**config.mk**
```make
export PLATFORM = sky130hd
export DESIGN_NAME = seg_addr_gen
export DESIGN_NICKNAME = d
export VERILOG_FILES = /design/src/rtl/sag_pkg.sv /design/src/rtl/sag_offset_calc.sv /design/src/rtl/sag_seg_pick.sv /design/src/rtl/sag_out_stage.sv /design/src/rtl/seg_addr_gen.sv
export SDC_FILE = /design/constraint.sdc
export NUM_CORES = 1
export LEC_CHECK = 0
export ABC_CLOCK_PERIOD_IN_PS = 7250
export BUFFER_PORTS_ARGS = -buffer_cell sky130_fd_sc_hd__buf_4
export CAP_MARGIN = 30
export CELL_PAD_IN_SITES_DETAIL_PLACEMENT = 0
export CELL_PAD_IN_SITES_GLOBAL_PLACEMENT = 1
export CORE_MARGIN = 4
export CORE_UTILIZATION = 37
export CTS_CLUSTER_DIAMETER = 60
export DETAILED_ROUTE_END_ITERATION = 16
export GPL_ROUTABILITY_DRIVEN = 0
export MAX_ROUTING_LAYER = met4
export PLACE_DENSITY_LB_ADDON = 0.15
export SYNTH_ARGS = -nofsm -noshare
export SYNTH_HDL_FRONTEND = slang
export SYNTH_SLANG_ARGS = --single-unit
```
**constraint.sdc**
```tcl
create_clock -name clk -period 7.25 [get_ports clk]
set_input_delay 0 -clock clk [delete_from_list [all_inputs] [get_ports clk]]
set_output_delay 0 -clock clk [all_outputs]
set_load 0.02 [all_outputs]
```
**src/rtl/sag_pkg.sv**
```systemverilog
package sag_pkg;

    localparam int OFS_W  = 16;
    localparam int SEG_SH = 4;
    localparam int PHYS_W = OFS_W + SEG_SH;
    localparam int SHORT_W = 8;

    typedef enum logic [2:0] {
        AM_DIRECT = 3'd0,
        AM_RIND   = 3'd1,
        AM_BIDX   = 3'd2,
        AM_RREL   = 3'd3,
        AM_BIDX_D = 3'd4,
        AM_SCALED = 3'd5
    } amode_e;

    typedef enum logic [1:0] {
        SG_DS = 2'd0,
        SG_SS = 2'd1,
        SG_ES = 2'd2,
        SG_CS = 2'd3
    } segsel_e;

    typedef enum logic [1:0] {
        PT_BX = 2'd0,
        PT_BP = 2'd1,
        PT_SI = 2'd2,
        PT_DI = 2'd3
    } ptr_e;

    typedef struct packed {
        logic use_base;
        logic use_idx;
        logic use_ptr;
        logic use_disp;
        logic scaled;
    } terms_t;

    function automatic terms_t decode_mode(input logic [2:0] m);
        terms_t t;
        t = '0;
        case (m)
            AM_RIND:   begin t.use_ptr = 1'b1; end
            AM_BIDX:   begin t.use_base = 1'b1; t.use_idx = 1'b1; end
            AM_RREL:   begin t.use_ptr = 1'b1; t.use_disp = 1'b1; end
            AM_BIDX_D: begin t.use_base = 1'b1; t.use_idx = 1'b1; t.use_disp = 1'b1; end
            AM_SCALED: begin t.use_base = 1'b1; t.use_idx = 1'b1; t.use_disp = 1'b1;
                             t.scaled = 1'b1; end
            default:   begin t.use_disp = 1'b1; end
        endcase
        return t;
    endfunction

    function automatic logic [OFS_W-1:0] disp_extend(input logic [OFS_W-1:0] d,
                                                     input logic short8);
        return short8 ? {{(OFS_W-SHORT_W){d[SHORT_W-1]}}, d[SHORT_W-1:0]} : d;
    endfunction

    function automatic logic [OFS_W-1:0] apply_scale(input logic [OFS_W-1:0] v,
                                                     input logic [1:0] sc);
        return v << sc;
    endfunction

endpackage

```
**src/rtl/sag_offset_calc.sv**
```systemverilog
module sag_offset_calc
    import sag_pkg::*;
#(
    parameter int W = OFS_W,
    parameter bit HAS_SCALE = 1'b1
) (
    input  logic         clk,
    input  logic         rst,
    input  logic [2:0]   mode,
    input  logic         base_sel,
    input  logic         idx_sel,
    input  logic [1:0]   ptr_sel,
    input  logic [1:0]   scale,
    input  logic [W-1:0] disp,
    input  logic         disp_short,
    input  logic [W-1:0] bx,
    input  logic [W-1:0] bp,
    input  logic [W-1:0] si,
    input  logic [W-1:0] di,
    output logic [W-1:0] offset,
    output logic         bp_used
);

    terms_t       terms;
    logic [W-1:0] base_v;
    logic [W-1:0] idx_v;
    logic [W-1:0] idx_s;
    logic [W-1:0] ptr_v;
    logic [W-1:0] disp_v;

    assign terms  = decode_mode(mode);
    assign base_v = base_sel ? bp : bx;
    assign idx_v  = idx_sel  ? di : si;
    assign disp_v = disp_extend(disp, disp_short);

    always_comb begin
        case (ptr_sel)
            PT_BX:   ptr_v = bx;
            PT_BP:   ptr_v = bp;
            PT_SI:   ptr_v = si;
            default: ptr_v = di;
        endcase
    end

    generate
        if (HAS_SCALE) begin : g_scale
            assign idx_s = terms.scaled ? apply_scale(idx_v, scale) : idx_v;
        end else begin : g_noscale
            assign idx_s = idx_v;
        end
    endgenerate

    // Offset sum: every term is W bits so the addition wraps modulo 2^W.
    assign offset = (terms.use_base ? base_v : '0)
                  + (terms.use_idx  ? idx_s  : '0)
                  + (terms.use_ptr  ? ptr_v  : '0)
                  + (terms.use_disp ? disp_v : '0);

    assign bp_used = (terms.use_base && base_sel) ||
                     (terms.use_ptr  && (ptr_sel == PT_BP));

    // displacement-only modes give the extended displacement
    p_direct_r2: assert property (@(posedge clk) disable iff (rst)
        (mode == AM_DIRECT) |-> (offset == disp_extend(disp, disp_short)))
        else $error("p_direct_r2");

    // single-register indirect through the first index register
    p_ptr_only_r3: assert property (@(posedge clk) disable iff (rst)
        (mode == AM_RIND && ptr_sel == PT_SI) |-> (offset == si))
        else $error("p_ptr_only_r3");

    // scale code ignored outside the scaled mode
    p_noscale_r6: assert property (@(posedge clk) disable iff (rst)
        (mode == AM_BIDX) |-> (offset == W'(base_v + idx_v)))
        else $error("p_noscale_r6");

endmodule

```
**src/rtl/sag_seg_pick.sv**
```systemverilog
module sag_seg_pick
    import sag_pkg::*;
#(
    parameter int W = OFS_W,
    parameter int NSEG = 4
) (
    input  logic         clk,
    input  logic         rst,
    input  logic [W-1:0] ds,
    input  logic [W-1:0] ss,
    input  logic [W-1:0] es,
    input  logic [W-1:0] cs,
    input  logic         bp_used,
    input  logic         ovr_en,
    input  logic [1:0]   ovr_sel,
    output logic [W-1:0] seg
);

    logic [W-1:0] seg_tbl [NSEG];
    logic [1:0]   pick;

    assign seg_tbl[SG_DS] = ds;
    assign seg_tbl[SG_SS] = ss;
    assign seg_tbl[SG_ES] = es;
    assign seg_tbl[SG_CS] = cs;

    always_comb begin
        if (ovr_en)       pick = ovr_sel;
        else if (bp_used) pick = SG_SS;
        else              pick = SG_DS;
    end

    assign seg = seg_tbl[pick];

    // override to the code segment wins over any default
    p_override_r5: assert property (@(posedge clk) disable iff (rst)
        (ovr_en && ovr_sel == SG_CS) |-> (seg == cs))
        else $error("p_override_r5");

    // no override and no frame base gives the data segment
    p_default_ds_r4: assert property (@(posedge clk) disable iff (rst)
        (!ovr_en && !bp_used) |-> (seg == ds))
        else $error("p_default_ds_r4");

endmodule

```
**src/rtl/sag_out_stage.sv**
```systemverilog
module sag_out_stage
    import sag_pkg::*;
#(
    parameter int W  = OFS_W,
    parameter int SH = SEG_SH,
    localparam int PW = W + SH
) (
    input  logic          clk,
    input  logic          rst,
    input  logic          in_vld,
    input  logic [W-1:0]  in_offset,
    input  logic [W-1:0]  in_seg,
    output logic          q_vld,
    output logic [W-1:0]  q_offset,
    output logic [W-1:0]  q_seg,
    output logic [PW-1:0] q_phys
);

    logic [PW-1:0] phys_d;

    // Segment shifted by SH plus zero-extended offset, wrapping modulo 2^PW.
    assign phys_d = {in_seg, {SH{1'b0}}} + {{SH{1'b0}}, in_offset};

    always_ff @(posedge clk) begin
        if (rst) begin
            q_vld    <= 1'b0;
            q_offset <= '0;
            q_seg    <= '0;
            q_phys   <= '0;
        end else begin
            q_vld <= in_vld;
            if (in_vld) begin
                q_offset <= in_offset;
                q_seg    <= in_seg;
                q_phys   <= phys_d;
            end
        end
    end

    // registered physical address agrees with registered segment and offset
    p_phys_sum_r1: assert property (@(posedge clk) disable iff (rst)
        q_vld |-> (q_phys == PW'({q_seg, {SH{1'b0}}} + {{SH{1'b0}}, q_offset})))
        else $error("p_phys_sum_r1");

    // accepted request yields valid after one edge
    p_vld_rise_r9: assert property (@(posedge clk) disable iff (rst)
        in_vld |=> q_vld)
        else $error("p_vld_rise_r9");

    // idle edge drops valid and holds the address
    p_hold_r9: assert property (@(posedge clk) disable iff (rst)
        !in_vld |=> (!q_vld && $stable(q_phys) && $stable(q_offset) && $stable(q_seg)))
        else $error("p_hold_r9");

endmodule

```
**src/rtl/seg_addr_gen.sv**
```systemverilog
module seg_addr_gen
    import sag_pkg::*;
(
    input  logic              clk,
    input  logic              rst,
    input  logic              req_vld,
    input  logic [2:0]        mode,
    input  logic              base_sel,
    input  logic              idx_sel,
    input  logic [1:0]        ptr_sel,
    input  logic [1:0]        scale,
    input  logic [OFS_W-1:0]  disp,
    input  logic              disp_short,
    input  logic              ovr_en,
    input  logic [1:0]        ovr_sel,
    input  logic [OFS_W-1:0]  reg_bx,
    input  logic [OFS_W-1:0]  reg_bp,
    input  logic [OFS_W-1:0]  reg_si,
    input  logic [OFS_W-1:0]  reg_di,
    input  logic [OFS_W-1:0]  seg_ds,
    input  logic [OFS_W-1:0]  seg_ss,
    input  logic [OFS_W-1:0]  seg_es,
    input  logic [OFS_W-1:0]  seg_cs,
    output logic              out_vld,
    output logic [OFS_W-1:0]  out_offset,
    output logic [OFS_W-1:0]  out_segment,
    output logic [PHYS_W-1:0] out_phys
);

    logic [OFS_W-1:0] ofs_c;
    logic [OFS_W-1:0] seg_c;
    logic             bp_in_use;

    sag_offset_calc #(.W(OFS_W), .HAS_SCALE(1'b1)) u_ofs (
        .clk        (clk),
        .rst        (rst),
        .mode       (mode),
        .base_sel   (base_sel),
        .idx_sel    (idx_sel),
        .ptr_sel    (ptr_sel),
        .scale      (scale),
        .disp       (disp),
        .disp_short (disp_short),
        .bx         (reg_bx),
        .bp         (reg_bp),
        .si         (reg_si),
        .di         (reg_di),
        .offset     (ofs_c),
        .bp_used    (bp_in_use)
    );

    sag_seg_pick #(.W(OFS_W), .NSEG(4)) u_seg (
        .clk     (clk),
        .rst     (rst),
        .ds      (seg_ds),
        .ss      (seg_ss),
        .es      (seg_es),
        .cs      (seg_cs),
        .bp_used (bp_in_use),
        .ovr_en  (ovr_en),
        .ovr_sel (ovr_sel),
        .seg     (seg_c)
    );

    sag_out_stage #(.W(OFS_W), .SH(SEG_SH)) u_out (
        .clk       (clk),
        .rst       (rst),
        .in_vld    (req_vld),
        .in_offset (ofs_c),
        .in_seg    (seg_c),
        .q_vld     (out_vld),
        .q_offset  (out_offset),
        .q_seg     (out_segment),
        .q_phys    (out_phys)
    );

    // frame base in a base+index request selects the stack segment
    p_bp_stack_r4: assert property (@(posedge clk) disable iff (rst)
        (req_vld && !ovr_en && mode == AM_BIDX && base_sel) |=> (out_segment == $past(seg_ss)))
        else $error("p_bp_stack_r4");

endmodule

```
== Yosys cells after proc, flatten, opt, wreduce, memory -nomap -nowiden ==
Index checks and enable logic that the tools add are counted.

* Input port bits: 160
* Logic and storage cells: 42
* Flip-flop bits (word level): 53
* Output and inout port bits: 53

* $add $sub $neg: 4
* Order comparisons: 1
* Eq/ne operators: 7
* Reduce and logical (&&, ||, !) cells: 7
* Shift-type cells: 1
* Bitwise logic cells: 1
* Muxes and demuxes: 17

{| class="wikitable"
|+ Operators with widths
! operator !! count
|-
| 16-bit 2-to-1 mux || 10
|-
| 16-bit adder || 3
|-
| 16-bit one-hot mux with 3 select lines || 1
|-
| 16-bit binary-select mux with 2-bit select || 1
|-
| 20-bit by 16-bit adder with 20-bit output || 1
|-
| 16-bit by 2-bit left shift with 16-bit output || 1
|-
| 3-bit by 2-bit equality test with 1-bit output, second input constant || 2
|-
| 3-bit equality test, second input constant || 2
|-
| 2-bit 2-to-1 mux || 2
|-
| 2-bit OR reduction || 2
|-
| 3-bit by 1-bit equality test with 1-bit output, second input constant || 1
|-
| 3-bit >= comparator, second input constant || 1
|-
| 1-bit 2-to-1 mux || 3
|-
| 2-bit inverter with 3-bit output || 1
|-
| 3-bit OR reduction || 1
|-
| 2-bit by 1-bit equality test with 1-bit output, second input constant || 1
|-
| 2-bit equality test, second input constant || 1
|-
| 1-bit logical AND || 2
|-
| 2-bit logical NOT || 1
|-
| 1-bit logical OR || 1
|}

== Logic depth before layout (Yosys ltp) ==
Gate-level depths: netlist of the first run.

* Word-level depth: 12
* Gate-level depth with buffers: 30

== Cells and area by module ==
Synthesis of the first run repeated with hierarchy kept, for this count alone.

* Cells, all modules: 662
* Area, all modules: 5851.9 um2

{| class="wikitable"
|+ Modules (own cells, without submodules)
! module !! cells each !! area an instance (um2) !! times used
|-
| sag_offset_calc || 389 || 3086.7 || 1
|-
| sag_out_stage || 252 || 2351.0 || 1
|-
| sag_seg_pick || 21 || 414.1 || 1
|}

== Least setup slack after synthesis of the first run ==
Ideal clock, no wire load.

* Path type: input -> register
* From: input idx_sel
* To: register u_out.q_phys[18]
* Path buffers: 2
* Arrival time: 5870 ps
* Setup slack: 1290 ps
* Stages: 26
* Library setup time: 91 ps
* Required time: 7159 ps
* Cells stage by stage: clkbuf_1 clkbuf_1 mux2i_1 mux4_2 nand2_1 and3_1 fa_1 inv_1 fa_1 inv_1 ha_1 nor2b_1 o31a_1 or2_2 a21oi_1 xnor2_1 ha_1 o21ai_0 nand2b_1 a21o_1 a21o_1 a31oi_1 o21ai_1 a311oi_1 o21ai_0 a311oi_1

* Word-level cells in the longest chain between the ends: 8

{| class="wikitable"
|+ Ends and longest elaborated chain
! element !! RTL line !! text
|-
| from (decl) || seg_addr_gen.sv:9 || <nowiki>input logic idx_sel,</nowiki>
|-
| 16-bit 2-to-1 mux (*) || sag_offset_calc.sv:33 || <nowiki>assign idx_v = idx_sel ? di : si;</nowiki>
|-
| 16-bit by 2-bit left shift with 16-bit output || sag_pkg.sv:61 || <nowiki>return v << sc;</nowiki>
|-
| 16-bit 2-to-1 mux (*) || sag_offset_calc.sv:47 || <nowiki>assign idx_s = terms.scaled ? apply_scale(idx_v, scale) : idx_v;</nowiki>
|-
| 16-bit 2-to-1 mux (*) || sag_offset_calc.sv:55 || <nowiki>+ (terms.use_idx ? idx_s : '0)</nowiki>
|-
| 16-bit adder (*) || sag_offset_calc.sv:55 ||
|-
| 16-bit adder (*) || sag_offset_calc.sv:56 || <nowiki>+ (terms.use_ptr ? ptr_v : '0)</nowiki>
|-
| 16-bit adder (*) || sag_offset_calc.sv:57 || <nowiki>+ (terms.use_disp ? disp_v : '0);</nowiki>
|-
| via ofs_c[7] || seg_addr_gen.sv:30 || <nowiki>logic [OFS_W-1:0] ofs_c;</nowiki>
|-
| 20-bit by 16-bit adder with 20-bit output (*) || sag_out_stage.sv:22 || <nowiki>assign phys_d = {in_seg, {SH{1'b0}}} + {{SH{1'b0}}, in_offset};</nowiki>
|-
| to (signal assigned) || sag_out_stage.sv:35 || <nowiki>q_phys <= phys_d;</nowiki>
|-
| to (decl) || sag_out_stage.sv:16 || <nowiki>output logic [PW-1:0] q_phys</nowiki>
|}

The timed path passes the listed nets; every way through them passes the cells marked *.
A chain may end at the register's enable or synchronous reset.

== Final worst setup path of the first run ==
* From: input mode[1]
* To: register u_out.q_phys[18]

* Elaborated cells on any way between the ends: 29

{| class="wikitable"
|+ RTL lines
! element !! RTL line !! text
|-
| from (decl) || seg_addr_gen.sv:7 || <nowiki>input logic [2:0] mode,</nowiki>
|-
| 3-bit equality test or 3-bit by 2-bit equality test with 1-bit output (tied branches) || sag_pkg.sv:42 || <nowiki>case (m)</nowiki>
|-
| 3-bit OR reduction (no line) or 1-bit 2-to-1 mux (tied branches) || n/a ||
|-
| 2-bit 2-to-1 mux or 16-bit 2-to-1 mux (tied branches) || sag_pkg.sv:42, sag_offset_calc.sv:47 ||
|-
| 16-bit 2-to-1 mux, on equally long branches || sag_offset_calc.sv:54, sag_offset_calc.sv:55 ||
|-
| 16-bit adder || sag_offset_calc.sv:55 ||
|-
| 16-bit adder || sag_offset_calc.sv:56 ||
|-
| 16-bit adder (*) || sag_offset_calc.sv:57 ||
|-
| via ofs_c[15] || seg_addr_gen.sv:30 ||
|-
| 20-bit by 16-bit adder with 20-bit output (*) || sag_out_stage.sv:22 ||
|}

The timed path passes the listed nets; every way through them passes the cells marked *. The select of a mux whose other input is x is not followed.

==> results of run 1 <==
-- flip-flops by register name, summed over array words and instances, names as in the netlist --
name and count:
u_out.q_offset 16, u_out.q_phys 16, u_out.q_vld 1, u_out.q_seg 16
-- layer usage --
layer  share of wire (%)  GRT usage, %  wire [um]  up-vias
li1                    -             -          -     2577
met1                  46          24.1       7230     2361
met2                  49          31.2       7800      163
met3                 4.3          1.94        684       12
met4                 1.1          4.10        173        0
met5                   0             -          0        -
-- kinds of logic (layout without fill, tap and decap cells) --
| logic type | count (synthesis) | in the layout | synth area share (%) |
|---|---|---|---|
| AOI/OAI and AO/OA | 106 | 106 | 12.7 |
| xor gates and xnor gates | 28 | 28 | 4.40 |
| adders and majority gates | 57 | 57 | 16.5 |
| buffers and inverters | 103 | 289 | 7.32 |
| DFF | 49 | 49 | 17.1 |
| muxes | 116 | 116 | 28.1 |
| and+or+nand+nor | 174 | 174 | 14.0 |
-- power by group through the flow --
stage               combinational [W]  clock, W  sequential, W
floorplan                    0.000714         0       0.000434
global placement              0.00109         0       0.000369
detailed placement            0.00111         0       0.000371
CTS                           0.00111  0.000253       0.000366
global route                  0.00124  0.000259       0.000373
finish                        0.00110  0.000244       0.000365
-- synth_stat cells (all sizes together) --
cell	n
a211oi	13
a21o	8
a21oi	27
a221o	1
a311oi	3
a31o	4
a31oi	7
and2	18
and3	1
and3b	1
and4bb	2
buf	17
clkbuf	22
clkinv	1
dfxtp	49
fa	31
ha	26
inv	63
mux2	20
mux2i	62
mux4	34
nand2	50
nand2b	10
nand3	8
nor2	67
nor2b	6
nor3	2
nor3b	2
nor4	1
o211ai	6
o21a	3
o21ai	19
o21bai	6
o221ai	1
o22a	1
o311a	1
o31a	2
o31ai	2
o41ai	2
or2	2
or3	3
or4	1
xnor2	20
xor2	8
-- metrics by stage --
stage	cells	hold WS, ns
after floorplan	633	0.0893
after global placement	999	0.415
after detailed placement	999	0.417
after CTS	1007	0.166
after global routing	1007	0.197
final	1007	0.165
-- cell usage in the layout, fill, tap and decap left out, types with 8 or more instances in the layout --
cell / Yosys / layout
buf_4: 4 / 217
nor2_1: 67 / 67
inv_1: 63 / 63
mux2i_1: 62 / 62
nand2_1: 50 / 50
dfxtp_1: 49 / 49
mux4_2: 33 / 33
fa_1: 31 / 31
a21oi_1: 27 / 27
ha_1: 26 / 26
mux2_2: 20 / 20
xnor2_1: 19 / 19
and2_1: 18 / 18
o21ai_0: 17 / 17
a211oi_1: 13 / 13
nand2b_1: 10 / 10
nand3_1: 8 / 8
a21o_1: 8 / 8
xor2_1: 8 / 8
-- layout make-up --
| class | instances | area, sq um |
|---|---|---|
| repair buffers | 217 | 1630 |
| multi-input cells | 481 | 4340 |
| inverters | 64 | 240 |
| clock buffers | 7 | 153 |
| flip-flops and latches | 49 | 981 |
| fillers | 1462 | 7610 |
| well taps | 188 | 235 |
| clock inverters | 1 | 5.00 |
-- worst max-delay path, stage by stage --
cell	delay, ns
buf_4	0.12
nand2b_1	0.18
or2_2	0.44
nor2_1	0.19
a21oi_1	0.09
o22a_1	0.19
nor2_1	0.15
fa_1	0.41
inv_1	0.08
fa_1	0.40
inv_1	0.06
ha_1	0.15
inv_1	0.06
fa_1	0.46
nor2b_1	0.16
o31a_1	0.17
a211oi_1	0.06
o31ai_1	0.41
a31o_2	0.24
a21o_1	0.11
a21oi_1	0.07
xnor2_1	0.30
ha_1	0.34
and2_1	0.20
a311oi_1	0.46
o21ai_0	0.14
a311oi_1	0.26
-- how the worst max path moves through the flow --
stage	start	endpoint	slack (ns)
2_1_floorplan	idx_sel	u_out.q_phys[18]$_SDFFE_PP0P_	1.29
3_3_place_gp	mode[1]	u_out.q_phys[18]$_SDFFE_PP0P_	1.37
3_5_place_dp	mode[1]	u_out.q_phys[18]$_SDFFE_PP0P_	1.26
4_1_cts	mode[1]	u_out.q_phys[18]$_SDFFE_PP0P_	1.57
5_1_grt	mode[1]	u_out.q_phys[18]$_SDFFE_PP0P_	0.99
6_report	mode[1]	u_out.q_phys[18]$_SDFFE_PP0P_	1.54
==> summary.md, run 1 <==
| Metric | Value |
|---|---|
| Run status | finished clean |
| Seq/Total Area, Yosys | 17.1% |
| Fmax | about 180 MHz |
| Max Cap Viol | 0 |
| Synth warnings | 0 |
| Postcts setup bufs | 0 |
| Setup ws final | 1.54 ns |
| Global-route wire length before repair | ~27000 um |
| Post-route minimum period | roughly 5.7 ns |
| FF-to-FF setup slack | between 6 and 7 ns |
| Inserted Clock Buffers | 5 |
| Pre-CTS WS | 1.26 ns |
| Routed Antenna Nets | 0 |
| Grt total ovfl | 0 |
| Design Power | 0.00171 W |
| Drt total wl | 15900 um |
| Post-Synthesis Cells | around 630 |
| Distinct cells, synth | 53 |
| Post-Synthesis Mean Instance Area | 9.08 sq um |
| Area leader, netlist | dfxtp_1 |
| Peak VDD IR | 0.112 mV |
| Sequential share of power | 21.4% |
| DP HPWL | 13700 um |
| Internal power | 0.000990 W |
| IO buf count | 212 |
| Final core occ | 49.9% |
| Hold_buf cts | 0 |
| Final Slew Violations | 0 |
| Fin crit share | 78.7% |
| Hold Violations, Final | 0 |
| Nets | ~1000 |
| Reg clk slew, reported paths | 0.06 ns |
| Clock Path Buffers | 2 |
| Clock latency on the worst-skew pair | 0.29 ns |
| Top area cells in the synthesized netlist | dfxtp_1 17%, mux4_2 13%, fa_1 11% |
| Final setup fails | 0 |
| Starting Density | 37.8% |
| Inserted Diodes | 0 |
| Syn Nets | 850 |
| Power per cell area | 225 nW/um^2 |
| Die area | about 18000 sq um |
| CP max FO | 19 |
| Synth top area share | 17.1% |
| DRC | 0 |
| Setup TNS | 0 ns |
| I/O pins | 213 |
| Combinational share of power | about 64% |
| RSZ-0062 raised after global routing | no |
| Clock skew | 0 ns |
| Worst Path Required | roughly 7.5 ns |
| CP arrival | 5.91 ns |
| Vias in the first global route | 5366 |
| Clk root buf | clkbuf_16 |
| Vias per inst | 5.08 |
| Synth Cell Area | 5750 sq um |
| H-tree levels | 2 |
| R2R Path Start | u_out.q_phys[10]$_SDFFE_PP0P_ |
| Antenna violations before repair | 0 |
| TritonRoute pass-1 iters | 4 |
| Routed WL per cell | around 16 um |
| Die height | 133 um |
| CP startpoint kind | input pin |
| R2R depth | 2 |
| Violation count after the first detailed-route iteration | 146 |
| Min-delay src | rst |
| Gr usage total | 18.5% |
| Psw | 0.000719 W |
| Net Sw Frac | 42.1% |
| CTS tree | built |
| Yosys reg bits | 49 |
| Post-cts sizing count | 0 |
| Sink Count | 49 |
| Largest net degree at the start of global routing | 52 |
| Clock share of power | about 14% |
| Area Overhead vs Synth | 32.1% |
| WHS Endpoint | u_out.q_seg[13]$_SDFFE_PP0P_ |
| Max-Slew Margin vs Limit | 50.1% |
| Design area | 7590 sq um |
| P_leak | 3.67 nW |
| Core area | ~15000 sq um |
| WHS Path Cells | 2 |
| Critical Path End Type | flip-flop |
| Vias | a little over 5000 |
| R2r endpoint | u_out.q_phys[10]$_SDFFE_PP0P_ |
| Worst Tran Pin Value | 0.748 ns |
| Critical path type | input pin to flip-flop |
| FP Rows | 45 |
| Type of the worst min-delay path | input pin to flip-flop |
| Cell Area, Placed | 7430 sq um |
| Chip width | approximately 130 um |
| Layout cells sized above 1 | a little over a third |
Power figures use the tool's default switching activity.
==> run 2: changes to the inputs <==
- ABC_CLOCK_PERIOD_IN_PS: 7250 -> 4600
- CORE_UTILIZATION: 37 -> 34
- clock period: 7.25 -> 4.6 ns (I/O delays scaled with it)
==> run 2 against run 1 <==
  * The flow now finishes with violations (negative setup slack)
  * Sequential power rose by 58%
  * Setup slack got worse by 2.0 ns
  * Sequential cell count unchanged
  * First-iteration DRC count increased by 34%
  * Utilization rose by 6.2 points
  * Clock skew is the same
  * Critical path type unchanged
  * Highest routed layer unchanged
==> summary.md, run 2 (synthesis results as in run 1) <==
| Metric | Value |
|---|---|
| Final core occ | 56.1% |
| I/O pins | 213 |
| FF-to-FF setup slack | between 3 and 4 ns |
| Vias in the first global route | 5978 |
| Largest net degree at the start of global routing | 52 |
| CP arrival | 5.22 ns |
| R2R Path Start | u_out.q_phys[17]$_SDFFE_PP0P_ |
| Grt total ovfl | 0 |
| Clock skew | 0 ns |
| DRC | 0 |
| Hold_buf cts | 0 |
| Critical Path Sink | u_out.q_phys[16]$_SDFFE_PP0P_ |
| Cell Area, Placed | 8350 sq um |
| Die area | 19000 sq um |
| Largest stage delay, worst path | 0.49 ns |
| Sink Count | 49 |
| Top Layer Used | met4 |
| Peak VDD IR | roughly 0.32 mV |
| Antenna violations before repair | 0 |
| Max-Slew Margin vs Limit | 49.6% |
| Biggest regs | u_out.q_offset: 16 flops, u_out.q_phys: 16 flops, u_out.q_seg: 16 flops |
| M1 WL | just over 8000 um |
| Routed WL per cell | ~16 um |
| Core area | 16600 sq um |
| CP max FO | 5 |
| Nets | 1184 |
| IO buf count | 212 |
| Inserted Diodes | 0 |
| Clock Path Buffers | 2 |
| Violation count after the first detailed-route iteration | 196 |
| Final setup fails | 10 |
| Inserted Clock Buffers | 5 |
| FP Rows | 47 |
| Placed insts | 1134 |
| Drt total wl | 18900 um |
| Critical path type | input pin to flip-flop |
| CP startpoint kind | input pin |
| Clk root buf | clkbuf_16 |
| Vias | 5865 |
| Reg clk slew, reported paths | 0.07 ns |
| Setup ws final | -0.430 ns |
| Crit path from | idx_sel |
| Area Overhead vs Synth | 62.0% |
| Type of the worst min-delay path | input pin to flip-flop |
| Hold Violations, Final | 0 |
| Worst Tran Pin Value | around 0.76 ns |
| Commonest non-fill, non-tap cell in the layout | buf_4 |
| Die height | 138 um |
| Chip width | 138 um |
| Starting Density | 34.6% |
| Fin crit share | 109% |
| Layout cells sized above 1 | a little over half |
| Final Slew Violations | 0 |
| Routed Antenna Nets | 0 |
| Met3 WL | 874 um |
| Critical path's slowest cell | mux4_2 |
| Max Cap Viol | 0 |
| Power per cell area | 424 nW/um^2 |
| Failing checks | negative setup slack |
| CTS tree | built |
| Post-route minimum period | 5.03 ns |
| Global-route wire length before repair | 29700 um |
| DP HPWL | 15600 um |
| Clock latency on the worst-skew pair | 0.29 ns |
| R2r endpoint | u_out.q_phys[17]$_SDFFE_PP0P_ |
| Run status | complete, but fails checks |
| TritonRoute pass-1 iters | 4 |
| Post-Layout Cell Count | 1188 |
| Pre-CTS WS | -0.949 ns |
| H-tree levels | 2 |
| Leading cell types in the layout, fill and taps excluded | 345 x buf_4, 64 x nor2_1, 57 x inv_1 |
| Gr usage total | 20.0% |
| R2R depth | 2 |
| Design area | 9310 sq um |
| Vias per inst | 4.94 |
| Fmax | 199 MHz |
| Metal2 WL | 9670 um |
| RSZ-0062 raised after global routing | yes |
| P_leak | 4.53 nW |
| Critical Path End Type | flip-flop |
| Worst Path Required | 4.79 ns |
run 2: changes by cell type in the layout (fill, tap and decap cells not counted), sizes merged:
| cell | previous run | this run |
|---|---|---|
| bufinv | 0 | 2 |
| buf | 217 | 366 |
| clkbuf | 7 | 5 |
run 2: worst min path at each step:
stage,startpoint,end,slack [ns],cells past startpoint
after CTS,rst,u_out.q_offset[11]$_SDFFE_PP0P_,0.17,2
after detailed placement,u_out.q_vld$_SDFF_PP0_,out_vld,0.42,1
final,rst,u_out.q_phys[13]$_SDFFE_PP0P_,0.17,2
after global routing,rst,u_out.q_seg[12]$_SDFFE_PP0P_,0.20,2
after floorplan,rst,u_out.q_vld$_SDFF_PP0_,0.09,1
after global placement,u_out.q_vld$_SDFF_PP0_,out_vld,0.41,1
run 2: where the power goes:
part,leakage [nW],switching [W],internal (W)
combinational,4.03,0.00128,0.00162
sequential,0.405,0.0000562,0.000519
clock,0.0938,0.000159,0.000310
total,4.53,0.00150,0.00245
run 2: critical path: cells and delay by family:
kind	cells	cell delay (ns)
AOI/OAI and AO/OA	11	2.05
xor gates and xnor gates	1	0.13
adders and majority gates	4	1.33
buffers and inverters	5	0.57
muxes	3	0.78
and+or+nand+nor	2	0.35
run 2: layer usage:
metal | up-vias | global-route usage, %
met5 | - | -
met4 | 0 | 4.94
met1 | 2808 | 25.5
li1 | 2879 | -
met3 | 15 | 1.31
met2 | 163 | 34.7
run 2: metrics by stage:
step                TNS, ns  total power, W  hold slack (ns)
global route          -6.00         0.00424            0.196
floorplan             -2.70         0.00187           0.0893
finish                -3.04         0.00395            0.170
global placement      -5.77         0.00274            0.413
detailed placement    -7.45         0.00279            0.424
CTS                   -2.55         0.00362            0.167
run 2: what timing repair did:
| action | 4_1_cts | 5_1_grt |
|---|---|---|
| pin swaps | 16 | 45 |
| gates resized for setup | 34 | 59 |
| buffers inserted | 32 | 20 |
| endpoints found under the setup margin | 9 | 14 |
run 2: final cells by class:
class                      instances  area [sq um]
clock buffer                       5           125
sequential                        49           981
timing repair buffer             366          2850
inverter                          64           241
fill                            1489          7270
tap                              220           275
multi-input combinational        481          4770
clock inverter                     3          65.1
==> run 3: changes to the inputs <==
- CAP_MARGIN: 30 -> 20
- PLACE_DENSITY_LB_ADDON: 0.15 -> 0.1
==> run 3 against run 2 <==
  * The run still ends with negative setup slack left
  * Fmax rose by 1.1%
  * Die area did not move
  * Critical path type unchanged
  * Critical path depth rose by 1
  * Clock power fell by 10%
  * Design area fell by 0.42%
  * Sequential share of layout area barely moved
  * Combinational power fell by 1%
==> summary.md, run 3 (synthesis results as in run 1) <==
| Metric | Value |
|---|---|
| Hold slack final | 0.148 ns |
| Type of the worst min-delay path | input pin to flip-flop |
| Max-Slew Margin vs Limit | 50.5% |
| R2r endpoint | u_out.q_phys[18]$_SDFFE_PP0P_ |
| H-tree levels | 2 |
| Violation count after the first detailed-route iteration | around 190 |
| Grt total ovfl | 0 |
| P_leak | 4.45 nW |
| R2R Path Start | u_out.q_phys[18]$_SDFFE_PP0P_ |
| Global-route wire length before repair | 28900 um |
| CP max FO | 4 |
| R2R depth | 2 |
| Critical Path End Type | flip-flop |
| DRC | 0 |
| Final Slew Violations | 0 |
| Run status | complete, but fails checks |
| I/O pins | 213 |
| Vias per inst | just under 5 |
| FP Rows | 47 |
| Nets | 1170 |
| Vias in the first global route | approximately 6000 |
| Routed Antenna Nets | 0 |
| Setup ws final | -0.376 ns |
| Biggest regs | u_out.q_offset: 16 flops, u_out.q_phys: 16 flops, u_out.q_seg: 16 flops |
| Max Cap Viol | 0 |
| WHS Endpoint | u_out.q_phys[14]$_SDFFE_PP0P_ |
| CP startpoint kind | input pin |
| IO buf count | 212 |
| Worst Tran Pin Value | 0.743 ns |
| Hold_buf cts | 0 |
| Fin crit share | 108% |
| Clock latency on the worst-skew pair | just under 0.3 ns |
| CTS tree | built |
| Inserted Clock Buffers | 5 |
| WHS Path Cells | 2 |
| Vias | 5718 |
| Layout cells sized above 1 | roughly 52% |
| CP arrival | 5.18 ns |
| Die area | 19000 sq um |
| Inserted Diodes | 0 |
| Area Overhead vs Synth | 61.4% |
| Hold Violations, Final | 0 |
| Die height | 138 um |
| RSZ-0062 raised after global routing | yes |
| Clock skew | 0 ns |
| Power per cell area | 415 nW/um^2 |
| Failing checks | negative setup slack |
| Clock Path Buffers | 2 |
| Setup TNS | -2.40 ns |
| Fmax | 201 MHz |
| Chip width | 138 um |
| Gr usage total | 19.6% |
| Sink Count | slightly below 50 |
| Core area | 16600 sq um |
| Drt total wl | 18800 um |
| Clk root buf | clkbuf_16 |
| Largest net degree at the start of global routing | 52 |
| Worst Path Required | 4.81 ns |
| Antenna violations before repair | 0 |
| Critical path's slowest cell | fa_1 |
| Final setup fails | 8 |
| Critical path type | input pin to flip-flop |
| TritonRoute pass-1 iters | 4 |
| FILL cells | about 1500 |
| Min-delay src | rst |
| Pre-CTS WS | -1.02 ns |
| Post-route minimum period | ~5.0 ns |
| Reg clk slew, reported paths | 0.07 ns |
| FF-to-FF setup slack | 3.87 ns |
| DP HPWL | 15500 um |
| Commonest non-fill, non-tap cell in the layout | buf_4 |
| Starting Density | between 30% and 40% |
| Peak VDD IR | 0.294 mV |
| Leading cell types in the layout, fill and taps excluded | 336 x buf_4, 64 x nor2_1, 55 x inv_1 |
| Routed WL per cell | 16.0 um |
| Largest stage delay, worst path | 0.53 ns |
run 3: cell types whose count changed in the layout (fill, tap and decap cells not counted), moves of 3 or more:
cell	change
xnor2_2	-3
buf_4	-9
buf_6	-7
a21oi_2	-3
run 3: metrics by stage:
step                      area [sq um]  total power, W  cells  utilization (%)
after floorplan                   5900         0.00187    633                -
after global placement            8330         0.00274   1130             50.2
after detailed placement          8330         0.00279   1130             50.2
after CTS                         8860         0.00351   1157             53.4
after global routing              9270         0.00414   1174             55.9
final                             9270         0.00385   1174             55.9
run 3: timing repair:
item | 4_1_cts | 5_1_grt
setup endpoints to repair | 10 | 10
gates resized for setup | 43 | 55
pin swaps | 42 | 46
buffers inserted | 19 | 19
run 3: worst max path at each step:
stage | startpoint | end | slack (ns) | depth (start not counted)
CTS | mode[1] | u_out.q_phys[17]$_SDFFE_PP0P_ | -0.43 | 25
detailed placement | mode[1] | u_out.q_phys[17]$_SDFFE_PP0P_ | -1.02 | 28
finish | mode[1] | u_out.q_phys[17]$_SDFFE_PP0P_ | -0.38 | 27
floorplan | idx_sel | u_out.q_phys[17]$_SDFFE_PP0P_ | -0.53 | 27
global route | mode[1] | u_out.q_phys[17]$_SDFFE_PP0P_ | -0.60 | 25
global placement | mode[1] | u_out.q_phys[17]$_SDFFE_PP0P_ | -0.80 | 28
run 3: where the power goes:
part	switching [W]	internal, W	total (W)
clock	0.000164	0.000257	0.000421
sequential	0.0000518	0.000519	0.000571
combinational	0.00128	0.00158	0.00286
total	0.00149	0.00236	0.00385
run 3: per-layer routing:
metal  share of wire [%]  vias to the layer above  track usage [%]
met1                  42                     2669             24.3
met3                 4.7                       33             1.92
li1                    -                     2841                -
met5                   0                        -                -
met2                  50                      175             33.3
met4                 2.9                        0             7.41
run 3: cell type report:
cell class	count	area, sq um	share of cell area [%]
multi-input cells	481	4860	52.4
repair buffers	352	2740	29.6
flip-flops and latches	49	981	10.6
well taps	220	275	2.97
inverters	64	241	2.60
clock buffers	5	125	1.35
clock inverters	3	46.3	0.499
run 3: worst max-delay path: cells and delay by family:
kind / cells / cell delay [ns]
AOI/OAI and AO/OA: 9 / 1.76
adders and majority gates: 5 / 1.67
and+or+nand+nor: 6 / 1.15
buffers and inverters: 6 / 0.48
xor gates and xnor gates: 1 / 0.09
